$ cat config.mk
export PLATFORM = sky130hd
export DESIGN_NAME = tick_timer
export DESIGN_NICKNAME = d
export VERILOG_FILES = /design/src/rtl/tmr_pkg.sv /design/src/rtl/tmr_regs.sv /design/src/rtl/tmr_prescaler.sv /design/src/rtl/tmr_core.sv /design/src/rtl/tmr_irq.sv /design/src/rtl/tick_timer.sv
export SDC_FILE = /design/constraint.sdc
export NUM_CORES = 1
export LEC_CHECK = 0
export BUFFER_PORTS_ARGS = -buffer_cell sky130_fd_sc_hd__buf_2
export CAP_MARGIN = 40
export CORE_MARGIN = 1
export CORE_UTILIZATION = 35
export DETAILED_ROUTE_END_ITERATION = 10
export SYNTH_ARGS = -nofsm -noshare
export SYNTH_HDL_FRONTEND = slang
export SYNTH_SLANG_ARGS = --single-unit
$ cat constraint.sdc
create_clock -name clk -period 5.65 [get_ports clk]
set_input_delay 0.8475 -clock clk [delete_from_list [all_inputs] [get_ports clk]]
set_output_delay 0.8475 -clock clk [all_outputs]
set_load 0.005 [all_outputs]
$ cat src/rtl/tmr_pkg.sv
package tmr_pkg;
    localparam int ADDR_W = 5;
    localparam int SLOT_W = ADDR_W - 2;

    localparam logic [SLOT_W-1:0] SLOT_LOAD  = 3'd0;
    localparam logic [SLOT_W-1:0] SLOT_VALUE = 3'd1;
    localparam logic [SLOT_W-1:0] SLOT_CTRL  = 3'd2;
    localparam logic [SLOT_W-1:0] SLOT_CLEAR = 3'd3;

    localparam int CTRL_EN_BIT   = 7;
    localparam int CTRL_MODE_BIT = 6;
    localparam int CTRL_PS_LO    = 2;

    typedef enum logic {
        RUN_STOPPED,
        RUN_COUNTING
    } run_state_t;

    typedef enum logic {
        IRQ_QUIET,
        IRQ_PENDING
    } irq_state_t;

    typedef enum logic {
        MODE_FREE     = 1'b0,
        MODE_PERIODIC = 1'b1
    } wrap_mode_t;
endpackage

$ cat src/rtl/tmr_regs.sv
module tmr_regs
    import tmr_pkg::*;
#(
    parameter int CNT_W = 16
) (
    input  logic                clk,
    input  logic                rst,
    input  logic                bus_req,
    input  logic                bus_we,
    input  logic [ADDR_W-1:0]   bus_addr,
    input  logic [CNT_W-1:0]    wr_data,
    input  logic [CNT_W-1:0]    cnt_val,
    input  logic                running,
    output logic [CNT_W-1:0]    load_q,
    output wrap_mode_t          mode_q,
    output logic [1:0]          ps_sel_q,
    output logic                load_wr,
    output logic                ctrl_wr,
    output logic                clr_wr,
    output logic [CNT_W-1:0]    rd_data
);
    logic [SLOT_W-1:0] slot;
    logic              rd_req;
    logic [CNT_W-1:0]  rd_mux;

    assign slot    = bus_addr[ADDR_W-1:2];
    assign rd_req  = bus_req && !bus_we;
    assign load_wr = bus_req && bus_we && (slot == SLOT_LOAD);
    assign ctrl_wr = bus_req && bus_we && (slot == SLOT_CTRL);
    assign clr_wr  = bus_req && bus_we && (slot == SLOT_CLEAR);

    always_ff @(posedge clk) begin
        if (rst) begin
            load_q   <= '0;
            mode_q   <= MODE_FREE;
            ps_sel_q <= '0;
        end else begin
            if (load_wr) load_q <= wr_data;
            if (ctrl_wr) begin
                mode_q   <= wrap_mode_t'(wr_data[CTRL_MODE_BIT]);
                ps_sel_q <= wr_data[CTRL_PS_LO +: 2];
            end
        end
    end

    always_comb begin
        rd_mux = '0;
        case (slot)
            SLOT_LOAD:  rd_mux = load_q;
            SLOT_VALUE: rd_mux = cnt_val;
            SLOT_CTRL: begin
                rd_mux[CTRL_EN_BIT]          = running;
                rd_mux[CTRL_MODE_BIT]        = mode_q;
                rd_mux[CTRL_PS_LO +: 2]      = ps_sel_q;
            end
            default:    rd_mux = '0;
        endcase
    end

    always_ff @(posedge clk) begin
        if (rst)         rd_data <= '0;
        else if (rd_req) rd_data <= rd_mux;
    end

    assert_clear_reads_zero_R10: assert property (@(posedge clk) disable iff (rst)
        (rd_req && slot == SLOT_CLEAR) |=> (rd_data == '0));
    assert_ctrl_spare_bits_zero_R3: assert property (@(posedge clk) disable iff (rst)
        (rd_req && slot == SLOT_CTRL) |=> (rd_data[5:4] == 2'b00 && rd_data[1:0] == 2'b00));
endmodule

$ cat src/rtl/tmr_prescaler.sv
module tmr_prescaler #(
    parameter int PS_STEP = 4
) (
    input  logic       clk,
    input  logic       rst,
    input  logic       run,
    input  logic       restart,
    input  logic [1:0] ps_sel,
    output logic       tick
);
    localparam int TICK_W = 2 * PS_STEP;
    localparam logic [TICK_W-1:0] LIM_MID = TICK_W'((1 << PS_STEP) - 1);
    localparam logic [TICK_W-1:0] LIM_TOP = '1;

    logic [TICK_W-1:0] tick_cnt;
    logic [TICK_W-1:0] limit;

    always_comb begin
        unique case (ps_sel)
            2'd0:    limit = '0;
            2'd1:    limit = LIM_MID;
            default: limit = LIM_TOP;
        endcase
    end

    assign tick = run && (tick_cnt >= limit);

    always_ff @(posedge clk) begin
        if (rst || restart) tick_cnt <= '0;
        else if (tick)      tick_cnt <= '0;
        else if (run)       tick_cnt <= tick_cnt + 1'b1;
    end

    assert_prescaler_holds_R9: assert property (@(posedge clk) disable iff (rst)
        (!run && !restart) |=> $stable(tick_cnt));
    assert_prescaler_steps_R5: assert property (@(posedge clk) disable iff (rst)
        (run && !restart && !tick) |=> (tick_cnt == $past(tick_cnt) + 1'b1));
endmodule

$ cat src/rtl/tmr_core.sv
module tmr_core
    import tmr_pkg::*;
#(
    parameter int CNT_W = 16
) (
    input  logic             clk,
    input  logic             rst,
    input  logic             ctrl_wr,
    input  logic             en_bit,
    input  logic             load_wr,
    input  logic [CNT_W-1:0] load_wdata,
    input  logic [CNT_W-1:0] load_q,
    input  wrap_mode_t       mode,
    input  logic             tick,
    output logic [CNT_W-1:0] cnt_q,
    output logic             running,
    output logic             uf
);
    run_state_t state_q, state_nx;

    always_ff @(posedge clk) begin
        if (rst) state_q <= RUN_STOPPED;
        else     state_q <= state_nx;
    end

    always_comb begin
        state_nx = state_q;
        unique case (state_q)
            RUN_STOPPED:  if (ctrl_wr && en_bit)  state_nx = RUN_COUNTING;
            RUN_COUNTING: if (ctrl_wr && !en_bit) state_nx = RUN_STOPPED;
        endcase
    end

    always_comb begin
        running = (state_q == RUN_COUNTING);
        uf      = tick && (cnt_q == '0) && !load_wr;
    end

    always_ff @(posedge clk) begin
        if (rst)          cnt_q <= '0;
        else if (load_wr) cnt_q <= load_wdata;
        else if (tick) begin
            if (cnt_q == '0) cnt_q <= (mode == MODE_PERIODIC) ? load_q : '1;
            else             cnt_q <= cnt_q - 1'b1;
        end
    end

    assert_count_holds_R9: assert property (@(posedge clk) disable iff (rst)
        (!running && !load_wr) |=> $stable(cnt_q));
    assert_load_copies_R4: assert property (@(posedge clk) disable iff (rst)
        load_wr |=> (cnt_q == $past(load_wdata)));
    assert_free_wraps_R6: assert property (@(posedge clk) disable iff (rst)
        (uf && mode == MODE_FREE) |=> (cnt_q == '1));
    assert_periodic_reloads_R6: assert property (@(posedge clk) disable iff (rst)
        (uf && mode == MODE_PERIODIC) |=> (cnt_q == load_q));
endmodule

$ cat src/rtl/tmr_irq.sv
module tmr_irq
    import tmr_pkg::*;
(
    input  logic clk,
    input  logic rst,
    input  logic uf,
    input  logic clr_wr,
    output logic irq
);
    irq_state_t state_q, state_nx;

    always_ff @(posedge clk) begin
        if (rst) state_q <= IRQ_QUIET;
        else     state_q <= state_nx;
    end

    always_comb begin
        state_nx = state_q;
        unique case (state_q)
            IRQ_QUIET:   if (uf)            state_nx = IRQ_PENDING;
            IRQ_PENDING: if (clr_wr && !uf) state_nx = IRQ_QUIET;
        endcase
    end

    always_comb irq = (state_q == IRQ_PENDING);

    assert_underflow_raises_R7: assert property (@(posedge clk) disable iff (rst)
        uf |=> irq);
    assert_irq_sticky_R7: assert property (@(posedge clk) disable iff (rst)
        (irq && !clr_wr) |=> irq);
    assert_underflow_beats_clear_R8: assert property (@(posedge clk) disable iff (rst)
        (uf && clr_wr) |=> irq);
    assert_clear_lowers_R7: assert property (@(posedge clk) disable iff (rst)
        (clr_wr && !uf) |=> !irq);
endmodule

$ cat src/rtl/tick_timer.sv
module tick_timer
    import tmr_pkg::*;
#(
    parameter int CNT_W   = 16,
    parameter int PS_STEP = 4
) (
    input  logic              clk,
    input  logic              rst,
    input  logic              bus_req,
    input  logic              bus_we,
    input  logic [ADDR_W-1:0] bus_addr,
    input  logic [CNT_W-1:0]  wr_data,
    output logic [CNT_W-1:0]  rd_data,
    output logic              irq
);
    logic [CNT_W-1:0] load_q, cnt_q;
    wrap_mode_t       mode_q;
    logic [1:0]       ps_sel_q;
    logic             load_wr, ctrl_wr, clr_wr;
    logic             running, tick, uf;

    tmr_regs #(.CNT_W(CNT_W)) u_regs (
        .clk(clk), .rst(rst), .bus_req(bus_req), .bus_we(bus_we),
        .bus_addr(bus_addr), .wr_data(wr_data), .cnt_val(cnt_q),
        .running(running), .load_q(load_q), .mode_q(mode_q),
        .ps_sel_q(ps_sel_q), .load_wr(load_wr), .ctrl_wr(ctrl_wr),
        .clr_wr(clr_wr), .rd_data(rd_data)
    );

    tmr_prescaler #(.PS_STEP(PS_STEP)) u_ps (
        .clk(clk), .rst(rst), .run(running), .restart(load_wr),
        .ps_sel(ps_sel_q), .tick(tick)
    );

    tmr_core #(.CNT_W(CNT_W)) u_core (
        .clk(clk), .rst(rst), .ctrl_wr(ctrl_wr), .en_bit(wr_data[CTRL_EN_BIT]),
        .load_wr(load_wr), .load_wdata(wr_data), .load_q(load_q),
        .mode(mode_q), .tick(tick), .cnt_q(cnt_q), .running(running), .uf(uf)
    );

    tmr_irq u_irq (
        .clk(clk), .rst(rst), .uf(uf), .clr_wr(clr_wr), .irq(irq)
    );

    assert_reset_quiet_R1: assert property (@(posedge clk)
        $past(rst) |-> (!irq && !running));
endmodule

==> reports/results.ini <==
[status]
outcome = complete, no violations

[clock_tree]
clock-root-buffer = sky130_fd_sc_hd__clkbuf_8
clock_tree.htree_level_count = 3
tritoncts.num_buffers = 9
clock-sinks = 61
postCtsSetupBuffers = 0
clk_pin_slew_ns = 0.07
cts_hold_buffers = 0
clock_tree_from_tritoncts = yes
ctsLongestPathBuffers = 2
clkLatencyLatePin_ns = 0.35
cts_resized = 0

[final_layout]
antenna_fix_cells = 0
final_cell_mix = 61 x sky130_fd_sc_hd__dfxtp_1, 47 x sky130_fd_sc_hd__nand2_1, 40 x sky130_fd_sc_hd__nor2_1
layout.cells.most_common = sky130_fd_sc_hd__dfxtp_1
layout_nets = 455
final_layout_size_suffix_gt1_share_pct = 20.09
final_util_pct = 40.53
syn2layout_area_growth_pct = 12.41

[synth]
ys_types = 61
postSynth.topFlopCell = sky130_fd_sc_hd__dfxtp_1
synth_top_cell_by_area = sky130_fd_sc_hd__dfxtp_1
synth.ff_latch_count = 61
synth_cells = 392
synth_top_cell_area_share_pct = 36.83
synth_enable_flop_cells = 0
syn-cell-area_um2 = 3316
synth_sequential_area_ratio_pct = 36.83
syn_nets = 428
async_flop_share_pct = 0
synth.yosys.warnings = 0
netlist_top_cells_area = sky130_fd_sc_hd__dfxtp_1 37%, sky130_fd_sc_hd__nand2_1 5.3%, sky130_fd_sc_hd__nor2_1 4.5%, sky130_fd_sc_hd__a21oi_1 4.2%, sky130_fd_sc_hd__ha_1 4.2%
postSynthAreaPerCell_um2 = 8.458

[floorplan]
dieWidth_um = 99.33
num_io_pins = 42
die_h_um = 99.33
die-area_um2 = 9866
design.core.area_um2 = 9196
initial_utilization_pct = 36.05
floorplan.rows = 35

[timing]
max-slew-margin-rel_pct = 43.49
fin_ws_ns = 3.140
rsz0062_at_grt = false
fmaxAchievable_mhz = 398.4
setup_viol = 0
finClkSkew_ns = 0.009094
setup_tns_ns = 0
timing_hold_violations_final = 0
finalCriticalPeriod_ns = 2.510
max_slew_vio_count = 0
worst_slew_pin_slew_ns = 0.8477
final_min_period_over_clock_period_pct = 44.43

[route]
routed-via-count = 2967
totalWireLength_um = 8533
avgViaCountPerCell = 5.556
wire_length_per_cell_um = 15.98
detail-route-antenna-nets = 0
drt_iter0_drc = 217
detail_route.first_pass.iterations = 4
drcViolationCount = 0

[power]
seq_power_share_pct = 46.3
power.internal_w = 0.0006927
total_power_w = 0.0009626
p_clk_share_pct = 38.3
switching_share_pct = 28.03
p_sw_w = 0.0002698
power-per-cell-area_nw_per_um2 = 258.3
vdd_drop_max_mv = 0.1221
power_leakage_nw = 1.427
share_comb_of_total_power_pct = 15.5

[grt]
grt_pass1_vias = 2774
antenna_violations_before_repair = 0
globalRouteOverflowTotal = 0
grt_start_max_net_pins = 41
globalRouteTotalUtil_pct = 18.45
grt_pass1_wl_um = 14170

[setup_path]
data_arrival_critical_path_ns = 2.77
criticalPathCategory = register to register
setup.worst_path.end = u_core.cnt_q[14]
timing.critical_path.fanout_max = 5
start_kind = register
critPathCaptureType = register
worst_ep_required_time_ns = 5.91
reg2reg_depth = 7
register_to_register_path_setup_slack_ns = 3.14
r2r_end = u_core.cnt_q[14]
reg2reg_from = u_regs.ps_sel_q[1]
timing.critical_path.from = u_regs.ps_sel_q[1]

[hold_path]
min_from = u_regs.load_q[6]
worst_min_delay_path_category = register to register

[placement]
dp_worst_setup_slack_ns = 2.852
place.port_buffers = 39
gp_congestion = 0.8197
detailedPlacementHpwl_um = 5841

[job]
max_cap_viol_count = 0

layer usage:
| metal | vias up | part of all wire (%) | global-route usage (%) |
|---|---|---|---|
| met5 | - | 0 | 0 |
| met4 | 0 | 1.0 | 7.466 |
| met3 | 12 | 5.3 | 3.654 |
| met2 | 77 | 46 | 28.63 |
| met1 | 1412 | 48 | 25.09 |
| li1 | 1466 | - | - |
Yosys cell counts (all sizes together), types with 2 or more instances:
| master | number |
|---|---|
| dfxtp | 61 |
| nand2 | 48 |
| nor2 | 40 |
| a21oi | 28 |
| o21ai | 17 |
| a22oi | 16 |
| clkbuf | 15 |
| buf | 12 |
| mux2 | 12 |
| ha | 11 |
| inv | 11 |
| nor3 | 10 |
| xnor2 | 10 |
| nand3 | 8 |
| a31oi | 7 |
| mux2i | 7 |
| nand4 | 6 |
| nand2b | 5 |
| o221ai | 5 |
| o311ai | 5 |
| or3 | 5 |
| xor2 | 5 |
| and2 | 4 |
| nor4 | 4 |
| or2 | 4 |
| o211ai | 3 |
| o21a | 3 |
| o31a | 3 |
| o31ai | 3 |
| a21o | 2 |
| and4 | 2 |
| o2bb2ai | 2 |
| o32ai | 2 |
critical path, cell delays in order (launching register included):
cell and delay, ns:
sky130_fd_sc_hd__dfxtp_1 0.35, sky130_fd_sc_hd__inv_1 0.11, sky130_fd_sc_hd__ha_1 0.31, sky130_fd_sc_hd__nand3_1 0.10, sky130_fd_sc_hd__or2_1 0.28, sky130_fd_sc_hd__o31ai_1 0.67, sky130_fd_sc_hd__nand3_1 0.27, sky130_fd_sc_hd__o32ai_1 0.32
power groups by stage:
stage / registers, W / clock network [W] / logic (W)
2_1_floorplan: 0.000451 / 0 / 0.000116
3_3_place_gp: 0.000455 / 0 / 0.000146
3_5_place_dp: 0.000455 / 0 / 0.000147
4_1_cts: 0.000445 / 0.000375 / 0.000148
5_1_grt: 0.000446 / 0.000398 / 0.000163
6_report: 0.000446 / 0.000368 / 0.000149
area by class of cell:
class	count	area [um2]
fillers	948	5469
well taps	111	138.9
repair buffers	43	225.2
inverters	11	41.29
flip-flops and latches	61	1221
multi-input cells	293	1922
clock inverters	6	55.05
clock buffers	9	123.9
registers in the layout (all words and copies together) (netlist names), named ones only:
signal	count
u_regs.load_q	16
u_regs.mode_q	1
u_ps.tick_cnt	8
u_regs.rd_data	16
u_core.cnt_q	16
u_regs.ps_sel_q	2
u_irq.irq	1
worst min path at each step:
stage / to / depth (start not counted)
3_3_place_gp: u_irq.irq / 2
6_report: u_regs.load_q[6] / 2
3_5_place_dp: u_regs.load_q[6] / 2
2_1_floorplan: u_regs.load_q[0] / 2
4_1_cts: u_regs.load_q[6] / 2
5_1_grt: u_regs.load_q[10] / 2
kinds of logic after synthesis:
logic type	count (synthesis)	synth area share (%)
simple gates	144	22.42
buf+inv	38	5.207
xor+xnor	15	3.962
compound gates	104	21.25
mux	19	6.189
fa+ha+maj	11	4.151
flops	61	36.83
per-stage QoR:
step                      std cells  area (um2)  hold WS [ns]
after floorplan                 392        3316        0.4416
after global placement          519        3548        0.4523
after detailed placement        519        3548        0.4584
after CTS                       534        3727        0.4673
after global routing            534        3727        0.4963
final                           534        3727        0.4637
Power figures use the tool's default switching activity.
